===== config.mk =====
export PLATFORM = sky130hd
export DESIGN_NAME = otp_prog_ctrl
export DESIGN_NICKNAME = d
export VERILOG_FILES = /design/src/rtl/otp_prog_pkg.sv /design/src/rtl/otp_prog_timer.sv /design/src/rtl/otp_prog_pcnt.sv /design/src/rtl/otp_prog_addr.sv /design/src/rtl/otp_prog_ctrl.sv
export SDC_FILE = /design/constraint.sdc
export NUM_CORES = 1
export LEC_CHECK = 0
export BUFFER_PORTS_ARGS = -buffer_cell sky130_fd_sc_hd__buf_2
export CAP_MARGIN = 0
export CORE_ASPECT_RATIO = 1.75
export CORE_MARGIN = 2
export CORE_UTILIZATION = 45
export CTS_CLUSTER_SIZE = 14
export DETAILED_ROUTE_END_ITERATION = 6
export GPL_TIMING_DRIVEN = 0
export PLACE_DENSITY = 0.82
export SYNTH_ARGS = -nofsm -noshare
export SYNTH_HDL_FRONTEND = slang
export SYNTH_SLANG_ARGS = --single-unit
export TNS_END_PERCENT = 20

===== constraint.sdc =====
create_clock -name clk -period 6.3 [get_ports clk]
set_input_delay 1.26 -clock clk [delete_from_list [all_inputs] [get_ports clk]]
set_output_delay 1.26 -clock clk [all_outputs]
set_load 0.005 [all_outputs]

===== src/rtl/otp_prog_pkg.sv =====
package otp_prog_pkg;

    typedef enum logic [2:0] {
        ST_IDLE,
        ST_SETUP,
        ST_PULSE,
        ST_HOLD,
        ST_RBACK,
        ST_FVSET,
        ST_FVREAD,
        ST_DONE
    } prog_state_e;

    typedef enum logic {
        PH_WORD  = 1'b0,
        PH_FINAL = 1'b1
    } fail_phase_e;

    function automatic int unsigned max4(input int unsigned a, input int unsigned b,
                                         input int unsigned c, input int unsigned d);
        int unsigned m;
        m = a;
        if (b > m) m = b;
        if (c > m) m = c;
        if (d > m) m = d;
        return m;
    endfunction

    function automatic int unsigned ns_to_cyc(input int unsigned ns, input int unsigned per_us);
        return (ns * per_us + 999) / 1000;
    endfunction

endpackage


===== src/rtl/otp_prog_timer.sv =====
module otp_prog_timer #(
    parameter int unsigned TW = 8
) (
    input  logic          clk,
    input  logic          rst,
    input  logic          load,
    input  logic [TW-1:0] load_val,
    output logic          expired
);
    logic [TW-1:0] remain;

    always_ff @(posedge clk) begin
        if (rst)              remain <= '0;
        else if (load)        remain <= load_val;
        else if (remain != 0) remain <= remain - 1'b1;
    end

    assign expired = (remain == '0);

endmodule


===== src/rtl/otp_prog_pcnt.sv =====
module otp_prog_pcnt #(
    parameter int unsigned MAXP = 25
) (
    input  logic clk,
    input  logic rst,
    input  logic clr,
    input  logic inc,
    output logic at_max
);
    localparam int unsigned CW = $clog2(MAXP + 1);

    logic [CW-1:0] cnt;

    always_ff @(posedge clk) begin
        if (rst || clr) cnt <= '0;
        else if (inc)   cnt <= cnt + 1'b1;
    end

    assign at_max = (cnt == CW'(MAXP));

    // the controller never fires a strobe past the limit
    p_pulse_cap_r7: assert property (@(posedge clk) disable iff (rst)
        at_max |-> !inc)
        else $error("pulse count would exceed limit");

endmodule


===== src/rtl/otp_prog_addr.sv =====
module otp_prog_addr #(
    parameter int unsigned AW = 16
) (
    input  logic          clk,
    input  logic          rst,
    input  logic          load,
    input  logic          inc,
    input  logic [AW-1:0] first,
    input  logic [AW-1:0] last,
    output logic [AW-1:0] addr,
    output logic          at_last
);
    always_ff @(posedge clk) begin
        if (rst)       addr <= '0;
        else if (load) addr <= first;
        else if (inc)  addr <= addr + 1'b1;
    end

    assign at_last = (addr == last);

    // the sequencer only steps while inside the range
    p_step_in_range_r6: assert property (@(posedge clk) disable iff (rst)
        inc |-> !at_last)
        else $error("address stepped past the last location");

endmodule


===== src/rtl/otp_prog_ctrl.sv =====
module otp_prog_ctrl
    import otp_prog_pkg::*;
#(
    parameter int unsigned AW           = 16,
    parameter int unsigned DW           = 16,
    parameter int unsigned TICKS_PER_US = 125,
    parameter int unsigned SETUP_CYC    = 2 * TICKS_PER_US,
    parameter int unsigned PULSE_CYC    = 100 * TICKS_PER_US,
    parameter int unsigned HOLD_CYC     = 2 * TICKS_PER_US,
    parameter int unsigned OE_CYC       = ns_to_cyc(150, TICKS_PER_US),
    parameter int unsigned MAX_PULSES   = 25
) (
    input  logic          clk,
    input  logic          rst,
    input  logic          start,
    input  logic          fail_ack,
    input  logic [AW-1:0] first_addr,
    input  logic [AW-1:0] last_addr,
    output logic [AW-1:0] src_addr,
    input  logic [DW-1:0] src_data,
    output logic [AW-1:0] mem_addr,
    output logic [DW-1:0] mem_wdata,
    output logic          mem_wdrive,
    input  logic [DW-1:0] mem_rdata,
    output logic          mem_ce_n,
    output logic          mem_oe_n,
    output logic          mem_pgm_n,
    output logic          vpp_raise,
    output logic          vcc_raise,
    output logic          busy,
    output logic          done,
    output logic          pass,
    output logic          fail,
    output logic [AW-1:0] fail_addr,
    output logic          fail_phase
);
    localparam int unsigned LONGEST = max4(SETUP_CYC, PULSE_CYC, HOLD_CYC, OE_CYC);
    localparam int unsigned TW      = $clog2(LONGEST + 1);
    localparam logic [TW-1:0] LD_SETUP = TW'(SETUP_CYC - 1);
    localparam logic [TW-1:0] LD_PULSE = TW'(PULSE_CYC - 1);
    localparam logic [TW-1:0] LD_HOLD  = TW'(HOLD_CYC - 1);
    localparam logic [TW-1:0] LD_OE    = TW'(OE_CYC - 1);

    prog_state_e   state, state_d;
    fail_phase_e   ph_q, ph_d;
    logic          pass_q, fail_q;
    logic [AW-1:0] faddr_q;

    logic          t_load, t_exp;
    logic [TW-1:0] t_val;
    logic          a_load, a_inc, a_last;
    logic [AW-1:0] addr;
    logic          p_clr, p_inc, p_max;
    logic          set_pass, set_fail, clr_res;
    logic          word_ok;

    otp_prog_timer #(.TW(TW)) u_timer (
        .clk(clk), .rst(rst), .load(t_load), .load_val(t_val), .expired(t_exp)
    );

    otp_prog_addr #(.AW(AW)) u_addr (
        .clk(clk), .rst(rst), .load(a_load), .inc(a_inc),
        .first(first_addr), .last(last_addr), .addr(addr), .at_last(a_last)
    );

    otp_prog_pcnt #(.MAXP(MAX_PULSES)) u_pcnt (
        .clk(clk), .rst(rst), .clr(p_clr), .inc(p_inc), .at_max(p_max)
    );

    assign word_ok = (mem_rdata == src_data);

    always_comb begin
        state_d  = state;
        t_load   = 1'b0;
        t_val    = '0;
        a_load   = 1'b0;
        a_inc    = 1'b0;
        p_clr    = 1'b0;
        p_inc    = 1'b0;
        set_pass = 1'b0;
        set_fail = 1'b0;
        clr_res  = 1'b0;
        ph_d     = PH_WORD;
        unique case (state)
            ST_IDLE, ST_DONE: begin
                if (state == ST_DONE && fail_ack) begin
                    state_d = ST_IDLE;
                    clr_res = 1'b1;
                end else if (start && !fail_q) begin
                    state_d = ST_SETUP;
                    t_load  = 1'b1;
                    t_val   = LD_SETUP;
                    a_load  = 1'b1;
                    p_clr   = 1'b1;
                    clr_res = 1'b1;
                end
            end
            ST_SETUP: if (t_exp) begin
                state_d = ST_PULSE;
                t_load  = 1'b1;
                t_val   = LD_PULSE;
                p_inc   = 1'b1;
            end
            ST_PULSE: if (t_exp) begin
                state_d = ST_HOLD;
                t_load  = 1'b1;
                t_val   = LD_HOLD;
            end
            ST_HOLD: if (t_exp) begin
                state_d = ST_RBACK;
                t_load  = 1'b1;
                t_val   = LD_OE;
            end
            ST_RBACK: if (t_exp) begin
                t_load = 1'b1;
                t_val  = LD_SETUP;
                if (word_ok) begin
                    if (a_last) begin
                        state_d = ST_FVSET;
                        a_load  = 1'b1;
                    end else begin
                        state_d = ST_SETUP;
                        a_inc   = 1'b1;
                        p_clr   = 1'b1;
                    end
                end else if (p_max) begin
                    state_d  = ST_DONE;
                    set_fail = 1'b1;
                    ph_d     = PH_WORD;
                end else begin
                    state_d = ST_SETUP;
                end
            end
            ST_FVSET: if (t_exp) begin
                state_d = ST_FVREAD;
                t_load  = 1'b1;
                t_val   = LD_OE;
            end
            ST_FVREAD: if (t_exp) begin
                if (!word_ok) begin
                    state_d  = ST_DONE;
                    set_fail = 1'b1;
                    ph_d     = PH_FINAL;
                end else if (a_last) begin
                    state_d  = ST_DONE;
                    set_pass = 1'b1;
                end else begin
                    a_inc  = 1'b1;
                    t_load = 1'b1;
                    t_val  = LD_OE;
                end
            end
            default: state_d = ST_IDLE;
        endcase
    end

    always_ff @(posedge clk) begin
        if (rst) begin
            state   <= ST_IDLE;
            pass_q  <= 1'b0;
            fail_q  <= 1'b0;
            faddr_q <= '0;
            ph_q    <= PH_WORD;
        end else begin
            state <= state_d;
            if (clr_res) begin
                pass_q  <= 1'b0;
                fail_q  <= 1'b0;
                faddr_q <= '0;
                ph_q    <= PH_WORD;
            end
            if (set_fail) begin
                fail_q  <= 1'b1;
                faddr_q <= addr;
                ph_q    <= ph_d;
            end
            if (set_pass) pass_q <= 1'b1;
        end
    end

    logic loop_phase;
    assign loop_phase = (state == ST_SETUP) || (state == ST_PULSE) ||
                        (state == ST_HOLD)  || (state == ST_RBACK);

    assign busy       = (state != ST_IDLE) && (state != ST_DONE);
    assign done       = (state == ST_DONE);
    assign pass       = pass_q;
    assign fail       = fail_q;
    assign fail_addr  = faddr_q;
    assign fail_phase = ph_q;
    assign src_addr   = addr;
    assign mem_addr   = addr;
    assign mem_wdata  = src_data;
    assign mem_wdrive = (state == ST_SETUP) || (state == ST_PULSE) || (state == ST_HOLD);
    assign mem_ce_n   = !busy;
    assign mem_oe_n   = !((state == ST_RBACK) || (state == ST_FVREAD));
    assign mem_pgm_n  = (state != ST_PULSE);
    assign vpp_raise  = loop_phase;
    assign vcc_raise  = loop_phase;

    // strobe only with raised voltages, device selected, outputs off, bus driven
    p_strobe_cond_r2: assert property (@(posedge clk) disable iff (rst)
        !mem_pgm_n |-> (vpp_raise && vcc_raise && mem_oe_n && !mem_ce_n && mem_wdrive))
        else $error("strobe under wrong conditions");

    // address does not move during a strobe
    p_strobe_addr_r3: assert property (@(posedge clk) disable iff (rst)
        (!mem_pgm_n && !$past(mem_pgm_n)) |-> $stable(mem_addr))
        else $error("address moved during strobe");

    // reading never overlaps a strobe or a driven bus
    p_read_cond_r5: assert property (@(posedge clk) disable iff (rst)
        !mem_oe_n |-> (mem_pgm_n && !mem_wdrive))
        else $error("read overlaps write");

    // no strobe once the voltages have been dropped during a run
    p_final_nostrobe_r8: assert property (@(posedge clk) disable iff (rst)
        (busy && !vcc_raise) |-> mem_pgm_n)
        else $error("strobe at normal supply");

    // a finished run reports exactly one outcome
    p_one_outcome_r9: assert property (@(posedge clk) disable iff (rst)
        done |-> (pass != fail))
        else $error("ambiguous outcome");

    // a latched failure survives until acknowledged
    p_fail_sticky_r10: assert property (@(posedge clk) disable iff (rst)
        (fail && !fail_ack) |=> fail)
        else $error("failure dropped without acknowledge");

endmodule


==> metrics.md, run 1 <==
| Metric | Value |
|---|---|
| Clock sinks | 57 |
| Least-Margin Pin Slew | 0.7546 ns |
| Chip Width | 71.51 um |
| Vias per inst | 5.683 |
| Initial Util | 45.68% |
| Antenna violations before repair | 0 |
| GRT Util Overall | 25.66% |
| Post-DP HPWL | 8807 um |
| Slew Limit Headroom | 49.36% |
| Worst VDD drop | 287.1 uV |
| Clock slew at reported path FFs | 0.05 ns |
| # Post-CTS Setup Buffers | 0 |
| H-tree levels | 3 |
| Fin crit share | 55.08% |
| Average size of a mapped cell | 7.974 um2 |
| WP data arrival | 3.65 ns |
| DR iter-0 viols | 243 |
| Internal Power | 946.0 uW |
| Total Wirelength | 11460 um |
| Post-synth EDFFs | 0 |
| Chip height | 122.1 um |
| TritonCTS buffer count | 9 |
| Number of fillers in the final layout | 676 |
| Endpoints failing hold | 0 |
| WP data required | 6.48 ns |
| Max Fclk | 288.2 MHz |
| Drt first pass iters | 5 |
| CTS resizes | 0 |
| Pre-CTS setup slack | 2.603 ns |
| Setup tns final | 0 ns |
| CTS tree | done |
| Logic pwr share | 30.0% |
| Clk_lat worst skew | 0.33 ns |
| I/O pin total | 143 |
| Hold_buf cts | 0 |
| Worst r2r src | u_timer.remain[1]$_SDFFE_PP0P_ |
| Root Driver | clkbuf_16 |
| Final core utilization | 60.23% |
| Grt total ovfl | 0 |
| Hold WS | 0.4707 ns |
| Most common flop cell mapped by yosys | dfxtp_1 |
| Area taken by multi-input logic gates | 0.002022 mm2 |
| Crit Path Class | primary input to flop |
| Sw Pwr | 462.6 uW |
| Max Fanout on Critical Path | 10 |
| Pwr/cell area | 297.8 mW/mm2 |
| Post-DRT Antenna Nets | 0 |
| Hold Path Class | flop to flop |
| Cell area after synthesis | 0.003588 mm2 |
| Critical path origin | src_data[3] |
| N_diodes | 0 |
| Skew final | 0.006827 ns |
| Worst Hold Launch | fail_addr[5]$_SDFFE_PP0P_ |
| Clock share of power | 37.3% |
| Num rows | 43 |
| Top Metal Used | met4 |
| Die Area | 0.008733 mm2 |
| Critical Path Sink Type | flop |
| Post-layout min period | 3.470 ns |
| Wire length on met2 | 6210 um |
| Max_cap viols | 0 |
| GPL Wtd Cong | 0.9296 |
| Sequential Power Share | 32.8% |
| Leakage | 0.002109 uW |
| Syn nets | 523 |
| Startpoint types | primary input |
| Yosys warns | 0 |
| Sw frac | 32.84% |
| Final net count | 676 |
| Remaining DRCs | 0 |
| Area delta synth->final | 31.83% |
| Inst Count DP | 682 |
| Largest net degree at the start of global routing | 11 |
| Met1 wire length | 4045 um |
| Final worst-path setup slack | 2.830 ns |
| First-pass GRT wire length | 17610 um |
| Drt wl/cell | 16.44 um |
| Vias in the first global route | 3830 |
| Ys async rst share | 0% |
| Clock buffer depth | 2 |
| Routed vias | 3961 |
| I/O Buffers | 142 |
| Seq cells post-synth | 57 |
| Slew Limit Fails | 0 |
| Status | completed |
| Finished Layout Cells | 697 |
| Distinct cells, synth | 54 |
| Endpoints failing setup | 0 |
| Routed wl met3 | 624 um |
| FF+latch area | 0.001141 mm2 |
| Proportion of layout cells with a drive suffix above 1 | 32.95% |
| Unrepaired setup endpoints after global routing | no |
| Sequential fraction of the synthesis area | 31.80% |
| Syn Inst Count | 450 |
| Core area | 0.007855 mm2 |
==> critical path, cell delays in order <==
cell and delay (ns):
buf_2 0.11, xor2_1 0.15, nor4_1 0.44, nand4_1 0.37, or3_1 0.46, clkbuf_1 0.17
clkbuf_1 0.25, o31ai_1 0.31, a31oi_1 0.13
==> cell usage in the layout (no fill, tap or decap), types with 3 or more instances in the layout <==
| master | instances |
|---|---|
| and3_1 | 4 |
| inv_1 | 13 |
| nor2_1 | 21 |
| buf_1 | 3 |
| clkbuf_16 | 9 |
| o21ai_0 | 15 |
| nand3_1 | 27 |
| o31ai_1 | 5 |
| or4_1 | 6 |
| a21oi_1 | 36 |
| nand2b_1 | 5 |
| buf_2 | 146 |
| o211ai_1 | 3 |
| ha_1 | 5 |
| o311ai_1 | 3 |
| nor4_1 | 19 |
| xor2_1 | 41 |
| nand2_1 | 33 |
| nand4_1 | 12 |
| or3_1 | 4 |
| a31oi_1 | 6 |
| nor3b_1 | 3 |
| clkbuf_1 | 26 |
| nor3_1 | 10 |
| buf_4 | 33 |
| dfxtp_1 | 57 |
| xnor2_1 | 15 |
==> metal layers <==
| metal | global-route usage (%) | vias up |
|---|---|---|
| met1 | 25.08 | 1842 |
| met3 | 5.211 | 44 |
| li1 | - | 1884 |
| met4 | 14.98 | 0 |
| met2 | 48.26 | 191 |
| met5 | 0 | - |
==> cell type report <==
class	count	area share, %
inverters	13	1.031
clock inverters	5	1.693
plain buffers	66	7.961
flip-flops and latches	57	24.12
well taps	90	2.380
clock buffers	10	5.052
repair buffers	142	15.02
multi-input cells	314	42.74
==> stage by stage <==
| step | area, um2 | power (uW) |
|---|---|---|
| after CTS | 4731 | 1405 |
| after global routing | 4731 | 1479 |
| final | 4731 | 1409 |
| after floorplan | 3588 | 735.9 |
| after detailed placement | 4412 | 880.9 |
| after global placement | 4412 | 864.3 |
==> flip-flops by register name (all words and copies together) (netlist names) <==
signal and flops:
fail 1, fail_addr 16, fail_phase 1, pass 1, state 3, u_addr.addr 16, u_pcnt.cnt 5, u_timer.remain 14
==> power groups by stage <==
stage	logic (uW)	registers, uW	clock network, uW
floorplan	287	449	0
global placement	402	463	0
detailed placement	415	466	0
CTS	420	459	526
global route	469	465	545
finish	422	462	525
==> synth_stat cells, types with 4 or more instances <==
library cell	number	share of area (%)
o31ai_1	5	1.0
o21ai_0	15	2.1
buf_4	33	6.9
nor2_1	21	2.2
nand4_1	12	2.1
nand2_1	33	3.5
buf_2	4	0.56
xnor2_1	15	3.7
ha_1	5	1.7
nand2b_1	5	0.87
or4_1	6	1.3
a21oi_1	36	5.0
nor3_1	10	1.4
xor2_1	41	10
or3_1	4	0.70
clkbuf_1	26	2.7
and3_1	4	0.70
inv_1	13	1.4
nand3_1	27	3.8
dfxtp_1	57	32
nor4_1	19	3.3
a31oi_1	6	1.0
==> worst paths after layout <==
| path | end | slack, ns | cells past startpoint |
|---|---|---|---|
| min reg2reg | fail_addr[5]$_SDFFE_PP0P_ | 0.47 | 2 |
| min | fail_addr[5]$_SDFFE_PP0P_ | 0.47 | 2 |
| max | u_addr.addr[6]$_SDFFE_PP0P_ | 2.83 | 9 |
| max reg2reg | fail_addr[12]$_SDFFE_PP0P_ | 3.18 | 9 |
==> cell families (layout without fill, tap and decap cells) <==
logic type | after synthesis | count (layout) | synth area share [%]
fa+ha+maj | 5 | 5 | 1.743
mux | 1 | 1 | 0.2790
flops | 57 | 57 | 31.80
compound gates | 95 | 95 | 16.95
xor+xnor | 56 | 56 | 13.67
buf+inv | 79 | 236 | 11.86
simple gates | 157 | 157 | 23.71
No activity file was read; power rests on OpenSTA's default activity.
==> run 2, diff against run 1 <==
==> constraint.sdc (replaced) <==
create_clock -name clk -period 3.2 [get_ports clk]
set_input_delay 0.64 -clock clk [delete_from_list [all_inputs] [get_ports clk]]
set_output_delay 0.64 -clock clk [all_outputs]
set_load 0.005 [all_outputs]
==> run 2 against run 1 <==
Net effect:
- clock power up 98%
- clock skew hardly changed
- sequential share of layout area about the same
- cell area increased by 0.19%
- first-iteration DRC count is 9.5% higher
- routed wire length hardly changed
- largest cell class unchanged
- global-route usage unchanged
==> metrics.md, run 2 (synthesis gave the netlist of run 1 again) <==
| Metric | Value |
|---|---|
| Chip Width | 71.51 um |
| I/O pin total | 143 |
| TritonCTS buffer count | 9 |
| Unrepaired setup endpoints after global routing | no |
| Root Driver | clkbuf_16 |
| Delay-heaviest family, CP | simple AND/OR/NAND/NOR gates |
| Chip height | 122.1 um |
| Endpoints failing setup | 0 |
| Status | completed |
| Post-layout min period | 2.978 ns |
| Total Wirelength | 11450 um |
| WP data arrival | 3.23 ns |
| GRT Util Overall | 25.66% |
| Remaining DRCs | 0 |
| First-pass GRT wire length | 17610 um |
| Initial Util | 45.68% |
| Area delta synth->final | 32.08% |
| Proportion of layout cells with a drive suffix above 1 | 33.44% |
| GPL Wtd Cong | 0.9296 |
| Clock buffer depth | 2 |
| Pwr/cell area | 585.6 mW/mm2 |
| Commonest non-fill, non-tap cell in the layout | buf_2 |
| Core area | 0.007855 mm2 |
| Slowest CP cell | or4b_2 |
| Largest net degree at the start of global routing | 11 |
| CP peak stage delay | 0.65 ns |
| I/O Buffers | 142 |
| Worst VDD drop | 570.1 uV |
| Max Fanout on Critical Path | 10 |
| Startpoint types | flop |
| Tot Pwr | 2775 uW |
| Crit path buf inv count | 3 |
| Fin crit share | 93.05% |
| Hold Path Class | flop to flop |
| Slew Limit Headroom | 48.41% |
| CTS tree | done |
| Post-DRT Antenna Nets | 0 |
| Crit Path Class | flop to flop |
| Post-DP HPWL | 8807 um |
| Vias per inst | 5.677 |
| Clock sinks | 57 |
| Most common cell on crit path | buf_2 |
| Clk_lat worst skew | 0.33 ns |
| N_diodes | 0 |
| Hold_buf cts | 0 |
| DR iter-0 viols | 266 |
| Vias in the first global route | 3830 |
| Drt first pass iters | 5 |
| Met3 track demand over resource | 5.211% |
| Slew Limit Fails | 0 |
| Max Fclk | 335.8 MHz |
| Inst Count DP | 682 |
| Grt met1 use | 25.08% |
| Die Area | 0.008733 mm2 |
| Num rows | 43 |
| Hold WS | 0.4705 ns |
| WP data required | 3.46 ns |
| Leakage | 0.002111 uW |
| Most frequent cells in the layout | buf_2 (146), dfxtp_1 (57), xor2_1 (41) |
| Antenna violations before repair | 0 |
| Critical Path Sink Type | flop |
| Clock slew at reported path FFs | 0.05 ns |
| Routed vias | 3957 |
| Least-Margin Pin Slew | 0.7687 ns |
| GR peak layer | met2 |
| Grt total ovfl | 0 |
| Skew final | 0.007229 ns |
| Finished Layout Cells | 697 |
| Setup tns final | 0 ns |
| Global routing usage on met2 | 48.26% |
| Drt wl/cell | 16.43 um |
| Critical Path, Cell by Cell | inv_1 -> ha_1 -> or4b_2 -> or4_1 -> nor2_2 -> and3_1 -> buf_2 -> buf_2 -> nand2_1 -> a21oi_1 |
| H-tree levels | 3 |
| Max_cap viols | 0 |
| Final net count | 676 |
| Endpoints failing hold | 0 |
[run 2: worst min-delay path: stages, from the launching register on]
cell and delay (ns):
dfxtp_1 0.30, nand3_1 0.06, a21oi_1 0.05
[run 2: area by class of cell]
class,instances,area (um2)
fillers,676,3115
well taps,90,112.6
multi-input cells,314,2029
flip-flops and latches,57,1141
clock inverters,5,80.08
repair buffers,142,710.7
clock buffers,10,239.0
inverters,13,48.80
plain buffers,66,377.9
[run 2: metrics by stage]
step	area [um2]	worst slack [ns]	utilization, %
2_1_floorplan	3588	0.5865	-
3_3_place_gp	4412	0.1516	56.16
3_5_place_dp	4412	0.1235	56.16
4_1_cts	4731	0.1655	60.23
5_1_grt	4740	0.02408	60.34
6_report	4740	0.2223	60.34
[run 2: layer usage]
metal	share of wire [%]	vias up
li1	-	1884
met1	35	1837
met2	54	187
met3	5.8	49
met4	5.2	0
met5	0	-
[run 2: what timing repair did]
action / in CTS / in global routing
setup endpoints to repair: 0 / 11
setup buffers: 0 / 0
gates resized for setup: 0 / 4
[run 2: final timing paths]
kind                                                     start                        end  slack [ns]  cells past startpoint
worst max register to register  u_timer.remain[1]$_SDFFE_PP0P_  fail_addr[6]$_SDFFE_PP0P_        0.22                     10
worst max-delay path            u_timer.remain[1]$_SDFFE_PP0P_  fail_addr[6]$_SDFFE_PP0P_        0.22                     10
worst min register to register       fail_addr[5]$_SDFFE_PP0P_  fail_addr[5]$_SDFFE_PP0P_        0.47                      2
worst min-delay path                 fail_addr[5]$_SDFFE_PP0P_  fail_addr[5]$_SDFFE_PP0P_        0.47                      2
[run 2: report_power, final]
part	switching, uW	leakage [uW]	internal, uW
registers	114	0.000465	794
logic	459	0.00150	373
clock network	339	0.000151	696
total	913	0.00211	1860
==> run 3, diff against run 2 <==
--- a/config.mk
+++ b/config.mk
@@ -7,7 +7,7 @@
 export LEC_CHECK = 0
 export BUFFER_PORTS_ARGS = -buffer_cell sky130_fd_sc_hd__buf_2
 export CAP_MARGIN = 0
-export CORE_ASPECT_RATIO = 1.75
+export CORE_ASPECT_RATIO = 0.75
 export CORE_MARGIN = 2
 export CORE_UTILIZATION = 45
 export CTS_CLUSTER_SIZE = 14
==> run 3 against run 2 <==
Net effect:
- sequential power down 1%
- highest routed layer unchanged
- routed wire length down 3.7%
- cell area down 2.4%
- critical endpoint is now state[2]$_SDFFE_PP0P_
- worst hold slack worse by 0.0086 ns
==> metrics.md, run 3 (synthesis gave the netlist of run 1 again) <==
| Metric | Value |
|---|---|
| # Post-CTS Setup Buffers | 0 |
| Hold WS | 0.4619 ns |
| DR iter-0 viols | 391 |
| Post-layout min period | 3.020 ns |
| H-tree levels | 3 |
| Max Fanout on Critical Path | 10 |
| Worst reg2reg path endpoint | state[2]$_SDFFE_PP0P_ |
| Critical Path, Cell by Cell | inv_1 -> ha_1 -> or4b_2 -> nor4_4 -> clkbuf_1 -> nand2b_1 -> o21ai_0 -> o31a_1 -> a311oi_1 |
| Largest net degree at the start of global routing | 11 |
| I/O pin total | 143 |
| Slowest CP cell | or4b_2 |
| Slew Limit Headroom | 47.81% |
| TritonCTS buffer count | 9 |
| Skew final | 0.006670 ns |
| GPL Wtd Cong | 0.9432 |
| WHS Endpoint | fail_addr[8]$_SDFFE_PP0P_ |
| Status | completed |
| Commonest non-fill, non-tap cell in the layout | buf_2 |
| First-pass GRT wire length | 17190 um |
| CTS tree | done |
| Antenna violations before repair | 0 |
| Max Fclk | 331.2 MHz |
| Post-DP HPWL | 8446 um |
| Hold Path Class | flop to flop |
| Clock buffer depth | 2 |
| Drt first pass iters | 5 |
| Critical Path Sink Type | flop |
| Initial Util | 45.93% |
| Least-Margin Pin Slew | 0.7777 ns |
| Proportion of layout cells with a drive suffix above 1 | 33.11% |
| Setup tns final | 0 ns |
| Vias per inst | 5.586 |
| Most frequent cells in the layout | buf_2 (146), dfxtp_1 (57), xor2_1 (41) |
| Grt total ovfl | 0 |
| Area delta synth->final | 28.87% |
| Crit Path Class | flop to flop |
| WP data arrival | 3.21 ns |
| Startpoint types | flop |
| Hold Path Cell Cnt | 2 |
| Fin crit share | 94.37% |
| Max_cap viols | 0 |
| CP peak stage delay | 0.66 ns |
| Worst r2r src | u_timer.remain[1]$_SDFFE_PP0P_ |
| Num rows | 28 |
| Worst Hold Launch | fail_addr[8]$_SDFFE_PP0P_ |
| R2r worst-path depth | 9 |
| Clock sinks | 57 |
| Final net count | 676 |
| Die Area | 0.008712 mm2 |
| Unrepaired setup endpoints after global routing | no |
| Endpoints failing setup | 0 |
| Chip Width | 107.1 um |
| Core area | 0.007812 mm2 |
| Pwr/cell area | 513.0 mW/mm2 |
| Slew Limit Fails | 0 |
| Root Driver | clkbuf_8 |
| I/O Buffers | 142 |
| WP data required | 3.40 ns |
| Endpoints failing hold | 0 |
| Clk_lat worst skew | 0.35 ns |
| Routed vias | 3977 |
| GRT Util Overall | 25.21% |
| Clock slew at reported path FFs | 0.06 ns |
| Remaining DRCs | 0 |
| R2R setup slack | 0.18 ns |
| N_diodes | 0 |
| Post-DRT Antenna Nets | 0 |
| Vias in the first global route | 3666 |
| Leakage | 0.002054 uW |
| Drt wl/cell | 15.48 um |
| Total Wirelength | 11020 um |
| Chip height | 81.34 um |
| Worst VDD drop | 282.7 uV |
| Critical path origin | u_timer.remain[1]$_SDFFE_PP0P_ |
[run 3: changes by cell type in the layout (fill, tap and decap cells not counted), sizes merged]
cell | before | now
clkinv | 1 | 3
clkinvlp | 2 | 0
bufinv | 2 | 1
clkbuf | 36 | 37
[run 3: worst max-delay path: cells and delay by family, from the launching register on]
kind                       cells  cell delay [ns]
and+or+nand+nor                3             1.06
AOI/OAI and AO/OA              3             0.78
buffers and inverters          2             0.55
DFF                            1             0.33
adders and majority gates      1             0.16
[run 3: through the flow]
step,utilization (%),instances,worst slack (ns),total power (uW),instance area (um2)
finish,59.19,712,0.1803,2372,4624
global route,59.19,712,0.03542,2510,4624
CTS,58.97,712,0.1736,2351,4607
detailed placement,56.71,697,0.1131,1722,4431
global placement,56.71,697,0.1228,1692,4431
floorplan,-,450,0.5865,1449,3588
[run 3: worst max path at each step]
stage | slack, ns | depth (start not counted) | endpoint
final | 0.18 | 9 | state[2]$_SDFFE_PP0P_
after global routing | 0.04 | 10 | u_addr.addr[6]$_SDFFE_PP0P_
after CTS | 0.17 | 10 | u_addr.addr[8]$_SDFFE_PP0P_
after detailed placement | 0.11 | 9 | u_addr.addr[8]$_SDFFE_PP0P_
after global placement | 0.12 | 9 | u_addr.addr[8]$_SDFFE_PP0P_
after floorplan | 0.59 | 9 | u_addr.addr[6]$_SDFFE_PP0P_
[run 3: layout make-up]
class	instances	area, um2
Clock inverter	4	45.04
Inverter	13	48.80
Clock buffer	11	131.4
Buffer	66	377.9
Multi-Input combinational cell	314	2038
Tap cell	105	131.4
Fill cell	708	3188
Sequential cell	57	1141
Timing Repair Buffer	142	710.7
[run 3: power breakdown]
group          switching [uW]  internal (uW)
sequential                102            793
clock                     282            351
combinational             468            376
[run 3: timing repair]
| action | CTS | global route |
|---|---|---|
| setup endpoints to repair | 0 | 12 |
| resized for setup | 0 | 5 |
| hold buffers | 0 | 0 |
[run 3: layer usage]
metal / vias to the layer above / global-route usage [%] / wire length (um)
li1: 1884 / - / -
met1: 1870 / 31.32 / 4644
met2: 194 / 42.66 / 5167
met3: 29 / 5.377 / 894
met4: 0 / 10.65 / 315
met5: - / 0 / 0
